<file path="src/rtl/irqflag_pkg.sv">
package irqflag_pkg;

    localparam int unsigned WIN_ADDR_W = 6;

    typedef enum logic [1:0] {
        REG_EVENT  = 2'd0,
        REG_ENABLE = 2'd1,
        REG_ACK    = 2'd2,
        REG_LEVEL  = 2'd3
    } reg_sel_e;

    typedef struct packed {
        logic     aligned;
        reg_sel_e sel;
    } reg_dec_t;

    // bank 0 sits at 0x20, each later bank 0x10 lower
    function automatic logic [WIN_ADDR_W-1:0] bank_base(input int unsigned b);
        return WIN_ADDR_W'(32 - 16 * b);
    endfunction

    function automatic reg_dec_t decode_reg(input logic [WIN_ADDR_W-1:0] a);
        reg_dec_t d;
        d.aligned = (a[1:0] == 2'b00);
        d.sel     = reg_sel_e'(a[3:2]);
        return d;
    endfunction

endpackage

</file>
<file path="src/rtl/irqflag_sync.sv">
module irqflag_sync #(
    parameter int unsigned WIDTH = 64
) (
    input  logic             clk,
    input  logic             rst,
    input  logic [WIDTH-1:0] din,
    output logic [WIDTH-1:0] level,
    output logic [WIDTH-1:0] rise
);
    logic [WIDTH-1:0] stage1_q, stage2_q, prev_q;

    always_ff @(posedge clk) begin
        if (rst) begin
            stage1_q <= '0;
            stage2_q <= '0;
            prev_q   <= '0;
        end else begin
            stage1_q <= din;
            stage2_q <= stage1_q;
            prev_q   <= stage2_q;
        end
    end

    assign level = stage2_q;
    assign rise  = stage2_q & ~prev_q;

    // synchronised level follows the pin with two stages of delay
    assert_level_delay_R10: assert property (@(posedge clk) disable iff (rst)
        $past(rst) == 1'b0 |=> level == $past(stage1_q));

endmodule

</file>
<file path="src/rtl/irqflag_bank.sv">
module irqflag_bank #(
    parameter int unsigned WIDTH = 32
) (
    input  logic             clk,
    input  logic             rst,
    input  logic [WIDTH-1:0] level,
    input  logic [WIDTH-1:0] rise,
    input  logic [WIDTH-1:0] lvl_type,
    input  logic             en_we,
    input  logic             ack_we,
    input  logic [WIDTH-1:0] wdata,
    output logic [WIDTH-1:0] event_q,
    output logic [WIDTH-1:0] enable_q,
    output logic             pending
);
    logic [WIDTH-1:0] ack_mask, set_vec, event_d;

    always_comb begin
        ack_mask = ack_we ? wdata : '0;
        // edge sets, or a level-type ack while still high re-arms the flag
        set_vec  = enable_q & (rise | (lvl_type & level & ack_mask));
        event_d  = (event_q & ~ack_mask) | set_vec;
    end

    always_ff @(posedge clk) begin
        if (rst) begin
            event_q  <= '0;
            enable_q <= '0;
        end else begin
            event_q <= event_d;
            if (en_we) begin
                enable_q <= wdata;
            end
        end
    end

    assign pending = |(event_q & enable_q);

    // a flag only appears where the enable was already set
    assert_set_needs_enable_R4: assert property (@(posedge clk) disable iff (rst)
        1'b1 |=> ((event_q & ~$past(event_q) & ~$past(enable_q)) == '0));

    // a flag only disappears where an ack one was written
    assert_clear_needs_ack_R6: assert property (@(posedge clk) disable iff (rst)
        1'b1 |=> ((~event_q & $past(event_q) & ~$past(ack_mask)) == '0));

    // a set in the same clock as an ack leaves the flag set
    assert_set_beats_ack_R8: assert property (@(posedge clk) disable iff (rst)
        (set_vec != '0) |=> ((event_q & $past(set_vec)) == $past(set_vec)));

endmodule

</file>
<file path="src/rtl/irqflag_ctrl.sv">
module irqflag_ctrl
    import irqflag_pkg::*;
#(
    parameter int unsigned NUM_SRC = 64,
    parameter int unsigned BANK_W  = 32
) (
    input  logic                  clk,
    input  logic                  rst,
    input  logic [WIN_ADDR_W-1:0] addr,
    input  logic                  wr_en,
    input  logic [BANK_W-1:0]     wr_data,
    input  logic                  rd_en,
    output logic [BANK_W-1:0]     rd_data,
    input  logic [NUM_SRC-1:0]    src_in,
    input  logic [NUM_SRC-1:0]    src_level,
    output logic                  irq
);
    localparam int unsigned NUM_BANKS = NUM_SRC / BANK_W;

    reg_dec_t            dec;
    logic [NUM_SRC-1:0]  sync_lvl, sync_rise;
    logic [NUM_BANKS-1:0] bank_hit, bank_pend;
    logic [BANK_W-1:0]   ev_arr [NUM_BANKS];
    logic [BANK_W-1:0]   en_arr [NUM_BANKS];
    logic [BANK_W-1:0]   rd_word, rd_q;
    logic                irq_q;

    assign dec = decode_reg(addr);

    irqflag_sync #(.WIDTH(NUM_SRC)) u_sync (
        .clk   (clk),
        .rst   (rst),
        .din   (src_in),
        .level (sync_lvl),
        .rise  (sync_rise)
    );

    for (genvar b = 0; b < NUM_BANKS; b++) begin : g_bank
        localparam logic [WIN_ADDR_W-1:0] BASE = bank_base(b);
        logic en_we_b, ack_we_b;

        assign bank_hit[b] = dec.aligned && (addr[WIN_ADDR_W-1:4] == BASE[WIN_ADDR_W-1:4]);
        assign en_we_b     = wr_en && bank_hit[b] && (dec.sel == REG_ENABLE);
        assign ack_we_b    = wr_en && bank_hit[b] && (dec.sel == REG_ACK);

        irqflag_bank #(.WIDTH(BANK_W)) u_bank (
            .clk      (clk),
            .rst      (rst),
            .level    (sync_lvl[b*BANK_W +: BANK_W]),
            .rise     (sync_rise[b*BANK_W +: BANK_W]),
            .lvl_type (src_level[b*BANK_W +: BANK_W]),
            .en_we    (en_we_b),
            .ack_we   (ack_we_b),
            .wdata    (wr_data),
            .event_q  (ev_arr[b]),
            .enable_q (en_arr[b]),
            .pending  (bank_pend[b])
        );
    end

    always_comb begin
        rd_word = '0;
        for (int b = 0; b < NUM_BANKS; b++) begin
            if (bank_hit[b]) begin
                unique case (dec.sel)
                    REG_EVENT:  rd_word = ev_arr[b];
                    REG_ENABLE: rd_word = en_arr[b];
                    REG_LEVEL:  rd_word = sync_lvl[b*BANK_W +: BANK_W];
                    default:    rd_word = '0;
                endcase
            end
        end
    end

    always_ff @(posedge clk) begin
        if (rst) begin
            rd_q  <= '0;
            irq_q <= 1'b0;
        end else begin
            if (rd_en) begin
                rd_q <= rd_word;
            end
            irq_q <= |bank_pend;
        end
    end

    assign rd_data = rd_q;
    assign irq     = irq_q;

    // request follows any pending bank by one clock
    assert_irq_rise_R7: assert property (@(posedge clk) disable iff (rst)
        (|bank_pend) |=> irq);
    assert_irq_fall_R7: assert property (@(posedge clk) disable iff (rst)
        !(|bank_pend) |=> !irq);

    // ack and out-of-window reads return zero
    assert_ack_reads_zero_R2: assert property (@(posedge clk) disable iff (rst)
        (rd_en && dec.sel == REG_ACK) |=> rd_data == '0);
    assert_miss_reads_zero_R2: assert property (@(posedge clk) disable iff (rst)
        (rd_en && bank_hit == '0) |=> rd_data == '0);

    // reset leaves the request low
    assert_reset_quiet_R1: assert property (@(posedge clk)
        rst |=> !irq);

endmodule

</file>
<file path="config.mk">
export PLATFORM = sky130hd
export DESIGN_NAME = irqflag_ctrl
export DESIGN_NICKNAME = d
export VERILOG_FILES = /design/src/rtl/irqflag_pkg.sv /design/src/rtl/irqflag_sync.sv /design/src/rtl/irqflag_bank.sv /design/src/rtl/irqflag_ctrl.sv
export SDC_FILE = /design/constraint.sdc
export NUM_CORES = 1
export LEC_CHECK = 0
export BUFFER_PORTS_ARGS = -buffer_cell sky130_fd_sc_hd__buf_4
export CAP_MARGIN = 20
export CELL_PAD_IN_SITES_DETAIL_PLACEMENT = 1
export CELL_PAD_IN_SITES_GLOBAL_PLACEMENT = 1
export CORE_MARGIN = 2
export CORE_UTILIZATION = 44
export DETAILED_ROUTE_END_ITERATION = 10
export PLACE_DENSITY = 0.81
export SLEW_MARGIN = 20
export SYNTH_ARGS = -nofsm -noshare
export SYNTH_HDL_FRONTEND = slang
export SYNTH_SLANG_ARGS = --single-unit
</file>
<file path="constraint.sdc">
create_clock -name clk -period 2.1 [get_ports clk]
set_input_delay 0.21 -clock clk [delete_from_list [all_inputs] [get_ports clk]]
set_output_delay 0.21 -clock clk [all_outputs]
set_load 0.1 [all_outputs]
</file>
==> results of run 1 <==
[cells by family after synthesis]
kind of cell,Yosys count,share of synthesized area
simple gates,534,0.208
buf+inv,96,0.0364
compound gates,353,0.180
flops,353,0.523
mux,64,0.0533
[worst paths after layout]
path                                          start                                          to  slack [ns]  cells past startpoint
min                                     wr_data[24]  g_bank[0].u_bank.enable_q[24]$_SDFFE_PP0P_        0.02                      3
min reg2reg           u_sync.stage1_q[9]$_SDFF_PP0_                  u_sync.level[9]$_SDFF_PP0_        0.43                      1
max reg2reg  g_bank[1].u_bank.event_q[3]$_SDFF_PP0_                              irq$_SDFF_PP0_        0.11                      6
max          g_bank[1].u_bank.event_q[3]$_SDFF_PP0_                              irq$_SDFF_PP0_        0.11                      6
[synth_stat cells]
cell,instances
buf_1,6
a221oi_1,9
nand3_1,65
nor2_2,3
or4b_1,2
dfxtp_1,353
nand3b_1,2
buf_6,12
buf_2,15
nand2b_1,64
or2_1,2
a22oi_1,78
nor2_1,1
clkbuf_1,57
a31o_1,64
a22o_1,41
a21oi_1,129
mux2_2,64
nor2b_1,193
nor3_1,2
nor2_8,2
o22ai_1,32
buf_4,6
nor3b_1,1
nand2_1,192
nand4_1,5
[registers in the layout, summed over array words and instances, names as in the netlist]
register	count
g_bank.u_bank.event_q	64
u_sync.stage1_q	64
u_sync.level	64
g_bank.u_bank.enable_q	64
rd_data	32
irq	1
u_sync.prev_q	64
[per-layer routing]
| metal | routed length (µm) | global-route usage |
|---|---|---|
| met5 | 0 | 0 |
| met4 | 1900 | 0.129 |
| met3 | 2820 | 0.0483 |
| met2 | 23000 | 0.504 |
| met1 | 19800 | 0.365 |
[layout make-up]
| cell class | count | area, µm² | share of cell area |
|---|---|---|---|
| Sequential cell | 353 | 7070 | 0.399 |
| Timing Repair Buffer | 332 | 2980 | 0.168 |
| Clock inverter | 13 | 96.3 | 0.00543 |
| Clock buffer | 54 | 1120 | 0.0633 |
| Multi-Input combinational cell | 951 | 5980 | 0.337 |
| Tap cell | 396 | 495 | 0.0279 |
[critical path, delay by kind of cell, from the launching register on]
| kind | cells | cell delay (ns) |
|---|---|---|
| flops | 1 | 0.35 |
| compound gates | 3 | 0.84 |
| buf+inv | 1 | 0.19 |
| simple gates | 2 | 0.43 |
[stage by stage]
stage,hold WS (ns),power [mW],util
finish,0.0205,14.5,0.583
floorplan,0.338,7.41,-
detailed placement,0.427,7.94,0.511
global placement,0.418,7.92,0.511
global route,0.0115,15.0,0.583
CTS,0.00711,14.6,0.582
[what timing repair did]
item                                   in CTS  in global routing
setup endpoints to repair                   0                  0
hold buffers                               94                  1
endpoints found under the hold margin     120                  1
[power breakdown]
part	internal [mW]	switching [mW]	total, mW
logic	0.539	0.509	1.05
registers	6.85	0.0663	6.92
clock network	3.84	2.74	6.58
==> impl_results.md, run 1 <==
- Setup WS post-layout: 0.115 ns
- Syn avg cell area: 9.66 µm²
- Final setup vio count: 0
- Number of vias per cell: 5.72
- Worst EP required: 2.47 ns
- Port Buffers: 202
- Sequential share of the synthesized area: 0.523
- Run status: completed
- Slowest stage cell on the critical path: a221oi_1
- H-tree levels: 2
- Max-Cap Viols: 0
- Post-placement cell count: 1937
- Setup TNS Final: 0 ns
- Most common cell after layout, fill and taps aside: dfxtp_1
- Antenna violations before repair: 0
- Total number of vias: 12000
- Core Area: 30400 µm²
- P per Cell Area: 820 nW/µm²
- Number of remaining DRC errors: 0
- CTS sink count: 353
- CP Class: reg -> reg
- Worst vdd ir: 528 µV
- Largest area contributor in the netlist: dfxtp_1
- Post-CTS sizing: 0
- Synth unique cells: 26
- Die width: 179 µm
- CTS Buf Count: 37
- Fin nets: 1845
- Drt first pass iters: 5
- Aggregate global-route resource usage: 0.295
- Worst Path Max Fanout: 3
- Worst-Margin Slew: 0.620 ns
- Final hold violations: 0
- CTS max path bufs: 3
- Synthesized instance count: 1400
- #FFs+latches synth: 353
- RSZ-0062 raised after global routing: false
- Number of routed nets with antenna violations: 0
- Area contributors post-synth: dfxtp_1 52%, nor2b_1 8.9%, mux2_2 5.3%
- Post-Syn Area: 13500 µm²
- Via count of the first global-routing pass: 12900
- Worst slack at placement: 0.0959 ns
- CTS tree: built
- Rows: 64
- Final worst-path cycle share: 0.945
- Final wirelength: 47.6 mm
- WP data arrival: 2.35 ns
- Clock Latency Late Sink: 0.53 ns
- Hold Crit Class: in -> reg
- Syn nets: 1570
- F_max: 504 MHz
- Initial Utilization: 0.444
- Yosys warning count: 0
- Final instance area: 17700 µm²
- Standby leakage power: 6.78 nW
- Die height: 179 µm
- Max-slew violations: 0
- Antenna Cells: 0
- Worst slew margin: 0.587
- Overflow after GRT: 0
- Crit path cell chain: a22o_1 -> a221oi_1 -> buf_4 -> nand4_1 -> nor3_1 -> a21oi_1
- Post-route minimum period: 1.99 ns
- Post-CTS setup buffers: 0
- Ports: 203
- Die Area: 32200 µm²
- Drt first-iter violations: 862
- Skew final: 0.0246 ns
- Fillers: 3373
- Worst setup EP type: flop
- Share of the synthesized area in the top cell type: 0.523
- Layout Cells excl Fill: 2099
- RD Place Congestion: 0.806
- Drt wl/cell: 22.7 µm
- Synth-to-layout area growth: 31.1%
- Pin count of the biggest net entering global routing: 66
- Crit start category: flop
- First-pass GRT wire length: 72.9 mm
- Layout cell share with drive strength beyond 1: 0.217
- CTS clk-pin slew, worst paths: 0.06 ns
- Area after DPL: 15600 µm²
- Commonest non-fill, non-tap cells in the layout: 353 x dfxtp_1, 217 x buf_4, 193 x nor2b_1, 192 x nand2_1, 129 x a21oi_1
- Crit-path max cell delay: 0.36 ns
- Hpwl dp: 29.7 mm
- Clk root buf: clkbuf_16
(Power assumes the default switching activity.)
==> inputs of run 2 (changes only) <==
==> constraint.sdc (replaced) <==
create_clock -name clk -period 2 [get_ports clk]
set_input_delay 0.2 -clock clk [delete_from_list [all_inputs] [get_ports clk]]
set_output_delay 0.2 -clock clk [all_outputs]
set_load 0.1 [all_outputs]
==> run 2 against run 1 <==
Core utilization up 0.074 points. Cell area up 0.13%. Sequential cell count unchanged. Clock skew down 0.015 ns. Power up 5.8%. Critical path depth unchanged. First-iteration DRC count down 2.4%. Fmax up 1.5%. Highest routed layer unchanged.
==> impl_results.md, run 2 (synthesis gave the netlist of run 1 again) <==
- Standby leakage power: 6.79 nW
- Number of vias per cell: 5.74
- Final hold violations: 0
- Final setup vio count: 0
- CTS clk-pin slew, worst paths: 0.06 ns
- Met3 Use GR: 0.0490
- F_max: 511 MHz
- Most common cell after layout, fill and taps aside: dfxtp_1
- Fin nets: 1852
- Worst setup EP type: flop
- Buf/Inv on CP: 1
- Aggregate global-route resource usage: 0.296
- Hpwl dp: 29.7 mm
- Drt first pass iters: 5
- Cts hold-fix bufs: 94
- Die width: 179 µm
- P per Cell Area: 866 nW/µm²
- CTS Buf Count: 37
- Delay-heaviest family, CP: compound AO/OA/AOI/OAI gates
- Final worst-path cycle share: 0.978
- CTS sink count: 353
- Rows: 64
- Slowest stage cell on the critical path: a221oi_1
- Post-CTS setup buffers: 0
- Max-slew violations: 0
- Core Area: 30400 µm²
- Worst EP required: 2.38 ns
- Number of routed nets with antenna violations: 0
- CP Class: reg -> reg
- Skew final: 0.00976 ns
- Die Area: 32200 µm²
- Layout cell share with drive strength beyond 1: 0.217
- Worst hold slack: 0.00541 ns
- Pin count of the biggest net entering global routing: 59
- Ports: 203
- Crit-path max cell delay: 0.38 ns
- Port Buffers: 202
- Commonest non-fill, non-tap cells in the layout: 353 x dfxtp_1, 227 x buf_4, 193 x nor2b_1, 192 x nand2_1, 129 x a21oi_1
- Initial Utilization: 0.444
- Met2 Use GR: 0.514
- Post-route minimum period: 1.96 ns
- Post-CTS sizing: 0
- Synth-to-layout area growth: 31.3%
- RD Place Congestion: 0.807
- Worst Path Max Fanout: 3
- First-pass GRT wire length: 73.2 mm
- Setup TNS Final: 0 ns
- Worst slew margin: 0.595
- Post-layout util: 0.583
- Clk root buf: clkbuf_16
- Clock Latency Late Sink: 0.52 ns
- Max-Cap Viols: 0
- Number of remaining DRC errors: 0
- Drt wl/cell: 22.9 µm
- CTS max path bufs: 3
- CTS tree: built
- Run status: completed
- Reg2Reg Setup Slack: 0.04 ns
- Final wirelength: 48.1 mm
- RSZ-0062 raised after global routing: false
- H-tree levels: 2
- Drt first-iter violations: 841
- Worst-Margin Slew: 0.606 ns
- Overflow after GRT: 0
- WP data arrival: 2.33 ns
- Tot Pwr: 15.4 mW
- Worst vdd ir: 532 µV
- GR Layer Usage met1: 0.367
- Antenna violations before repair: 1
- Via count of the first global-routing pass: 12900
- Die height: 179 µm
- Crit path cell chain: a22o_1 -> a221oi_1 -> buf_4 -> nand4_1 -> nor3_1 -> a21oi_1
- Hold Crit Class: in -> reg
- Fillers: 3373
- Total number of vias: 12100
- Crit start category: flop
- GR peak layer: met2
[run 2: cell count changes in the layout (fill, tap and decap cells not counted)]
cell / delta
bufinv_16: +2
buf_12: -3
buf_4: +10
clkbuf_1: +4
buf_8: +1
diode_2: +1
dlygate4sd3_1: -1
clkinv_2: -4
clkbuf_8: -4
[run 2: final timing paths]
path                            cells past startpoint                                   start                        endpoint
worst max-delay path                                6  g_bank[1].u_bank.event_q[3]$_SDFF_PP0_                  irq$_SDFF_PP0_
worst max register to register                      6  g_bank[1].u_bank.event_q[3]$_SDFF_PP0_                  irq$_SDFF_PP0_
worst min-delay path                                2                              src_in[11]  u_sync.stage1_q[11]$_SDFF_PP0_
worst min register to register                      1          u_sync.stage1_q[34]$_SDFF_PP0_     u_sync.level[34]$_SDFF_PP0_
[run 2: worst reg2reg max path, delay by kind of cell, from the launching register on]
kind | cells | cell delay, ns
compound gates | 3 | 0.85
flops | 1 | 0.33
buf+inv | 1 | 0.20
simple gates | 2 | 0.43
[run 2: layout make-up]
| type | instances | area [µm²] | area share |
|---|---|---|---|
| clock inverters | 11 | 136 | 0.00768 |
| flip-flops and latches | 353 | 7070 | 0.398 |
| repair buffers | 339 | 3000 | 0.169 |
| clock buffers | 54 | 1080 | 0.0610 |
| diodes | 1 | 2.50 | 0.000141 |
| well taps | 396 | 495 | 0.0279 |
| multi-input cells | 951 | 5980 | 0.337 |
[run 2: routing by layer]
layer  wire length [µm]  share of wire
met1              20000           0.41
met2              23800           0.49
met3               2920          0.061
met4               1490          0.031
met5                  0              0
[run 2: per-stage QoR]
stage / worst slack (ns) / instances / area (µm²)
floorplan: 0.376 / 1400 / 13500
global placement: 0.100 / 1944 / 15600
detailed placement: 0.0681 / 1944 / 15600
CTS: 0.0572 / 2103 / 17700
global route: 0.000550 / 2105 / 17800
finish: 0.0444 / 2105 / 17800
[run 2: where the power goes]
group | internal [mW] | total [mW] | switching, mW
clock network | 4.15 | 7.01 | 2.86
logic | 0.569 | 1.11 | 0.541
registers | 7.19 | 7.26 | 0.0679
==> inputs of run 3 (changes only) <==
--- a/config.mk
+++ b/config.mk
@@ -9,6 +9,7 @@
 export CAP_MARGIN = 20
 export CELL_PAD_IN_SITES_DETAIL_PLACEMENT = 1
 export CELL_PAD_IN_SITES_GLOBAL_PLACEMENT = 1
+export CORE_ASPECT_RATIO = 2
 export CORE_MARGIN = 2
 export CORE_UTILIZATION = 44
 export DETAILED_ROUTE_END_ITERATION = 10
==> run 3 against run 2 <==
First-iteration DRC count increased by 1.8%. Highest routed layer unchanged. Setup slack gained 0.092 ns. Sequential share of layout area increased by 0.29 points. Register-to-register slack improved by 0.09 ns. Cell count is 0.90% lower. The run now ends with negative hold slack left. Non-clock buffer count increased by 17.
==> impl_results.md, run 3 (synthesis gave the netlist of run 1 again) <==
- Max-Cap Viols: 0
- Worst EP required: 2.45 ns
- Overflow after GRT: 0
- Worst r2r path cells: 5
- P per Cell Area: 812 nW/µm²
- Cts hold-fix bufs: 115
- Skew final: 0.0204 ns
- RR Endpoint: irq$_SDFF_PP0_
- Pin count of the biggest net entering global routing: 120
- CTS Buf Count: 31
- Die width: 128 µm
- Final worst-path cycle share: 0.932
- Most common cell after layout, fill and taps aside: dfxtp_1
- Worst Min Path Start: src_level[9]
- RD Place Congestion: 0.862
- Reg2reg start: g_bank[0].u_bank.event_q[16]$_SDFF_PP0_
- Ports: 203
- Standby leakage power: 6.74 nW
- Run status: complete, but fails checks
- Post-CTS setup buffers: 0
- Hold depth: 4
- Worst slew margin: 0.617
- Antenna violations before repair: 1
- Clock Latency Late Sink: 0.58 ns
- Initial Utilization: 0.448
- Worst Path Max Fanout: 3
- Top routing layer used: met4
- CP Class: reg -> reg
- Total number of vias: 12100
- CTS sink count: 353
- Number of vias per cell: 5.78
- Worst setup EP type: flop
- Commonest non-fill, non-tap cells in the layout: 353 x dfxtp_1, 226 x buf_4, 193 x nor2b_1, 192 x nand2_1, 129 x a21oi_1
- Drt first-iter violations: 856
- Number of routed nets with antenna violations: 0
- Drt wl/cell: 24.0 µm
- Fillers: 3346
- Post-route minimum period: 1.86 ns
- Die height: 252 µm
- Drt first pass iters: 5
- Clk root buf: clkbuf_16
- WP data arrival: 2.32 ns
- Hpwl dp: 32.3 mm
- Reg2Reg Setup Slack: 0.14 ns
- Final setup vio count: 0
- Post-CTS sizing: 0
- Final hold violations: 1
- Aggregate global-route resource usage: 0.307
- CTS tree: built
- Via count of the first global-routing pass: 13200
- Synth-to-layout area growth: 30.4%
- DR WL met3: 2.25 mm
- Worst hold slack: -0.000217 ns
- Register Area: 7070 µm²
- Worst-Margin Slew: 0.574 ns
- Setup TNS Final: 0 ns
- Final wirelength: 50.0 mm
- CTS clk-pin slew, worst paths: 0.07 ns
- First-pass GRT wire length: 75.9 mm
- Fin nets: 1863
- Met2 Wirelength: 26.4 mm
- CTS max path bufs: 3
- End of the worst hold path: g_bank[0].u_bank.event_q[9]$_SDFF_PP0_
- M1 WL: 17.3 mm
- Max-slew violations: 0
- Worst vdd ir: 689 µV
- Crit start category: flop
- Core Area: 30200 µm²
- Hold Crit Class: in -> reg
- Multi-input combinational cell area: 5980 µm²
- Failing checks: negative hold slack
- Rows: 90
- RSZ-0062 raised after global routing: false
- F_max: 537 MHz
- Number of remaining DRC errors: 0
- Port Buffers: 202
- H-tree levels: 1
- Die Area: 32200 µm²
- Layout cell share with drive strength beyond 1: 0.211
## run 3: worst max path at each step
stage,from,end,slack (ns),depth (start not counted)
after floorplan,addr[5],g_bank[1].u_bank.enable_q[10]$_SDFFE_PP0P_,0.38,7
after global placement,addr[5],g_bank[1].u_bank.event_q[8]$_SDFF_PP0_,0.15,8
after detailed placement,addr[5],g_bank[1].u_bank.event_q[8]$_SDFF_PP0_,0.11,8
after CTS,g_bank[0].u_bank.event_q[16]$_SDFF_PP0_,irq$_SDFF_PP0_,0.27,5
after global routing,g_bank[0].u_bank.event_q[16]$_SDFF_PP0_,irq$_SDFF_PP0_,0.07,5
final,g_bank[0].u_bank.event_q[16]$_SDFF_PP0_,irq$_SDFF_PP0_,0.14,5
## run 3: area by class of cell
| class | count | share of cell area |
|---|---|---|
| sequential | 353 | 0.401 |
| multi-input combinational | 951 | 0.339 |
| timing repair buffer | 356 | 0.178 |
| clock buffer | 43 | 0.0494 |
| tap | 368 | 0.0261 |
| clock inverter | 14 | 0.00582 |
| antenna | 1 | 0.000142 |
## run 3: critical path: stages (launching register included)
cell,delay (ns)
dfxtp_1,0.34
a22o_1,0.35
a221oi_1,0.48
nand4_1,0.16
nor3_1,0.30
a21oi_1,0.11
## run 3: metrics by stage
| step | power, mW | util | setup slack, ns | instances | instance area, µm² |
|---|---|---|---|---|---|
| 3_3_place_gp | 8.30 | 0.514 | 0.146 | 1913 | 15500 |
| 3_5_place_dp | 8.33 | 0.514 | 0.109 | 1913 | 15500 |
| 6_report | 14.3 | 0.584 | 0.136 | 2086 | 17600 |
| 5_1_grt | 14.7 | 0.584 | 0.0661 | 2086 | 17600 |
| 4_1_cts | 14.3 | 0.584 | 0.269 | 2085 | 17600 |
| 2_1_floorplan | 7.78 | - | 0.376 | 1400 | 13500 |
## run 3: report_power, final
part	internal [mW]	total (mW)	switching, mW
registers	7.19	7.26	0.0756
clock network	3.17	5.93	2.76
logic	0.582	1.12	0.537
total	10.9	14.3	3.37
## run 3: metal layers
metal,GRT usage,vias up
li1,-,5480
met1,0.321,5937
met2,0.565,470
met3,0.0276,175
met4,0.218,0
met5,0,-
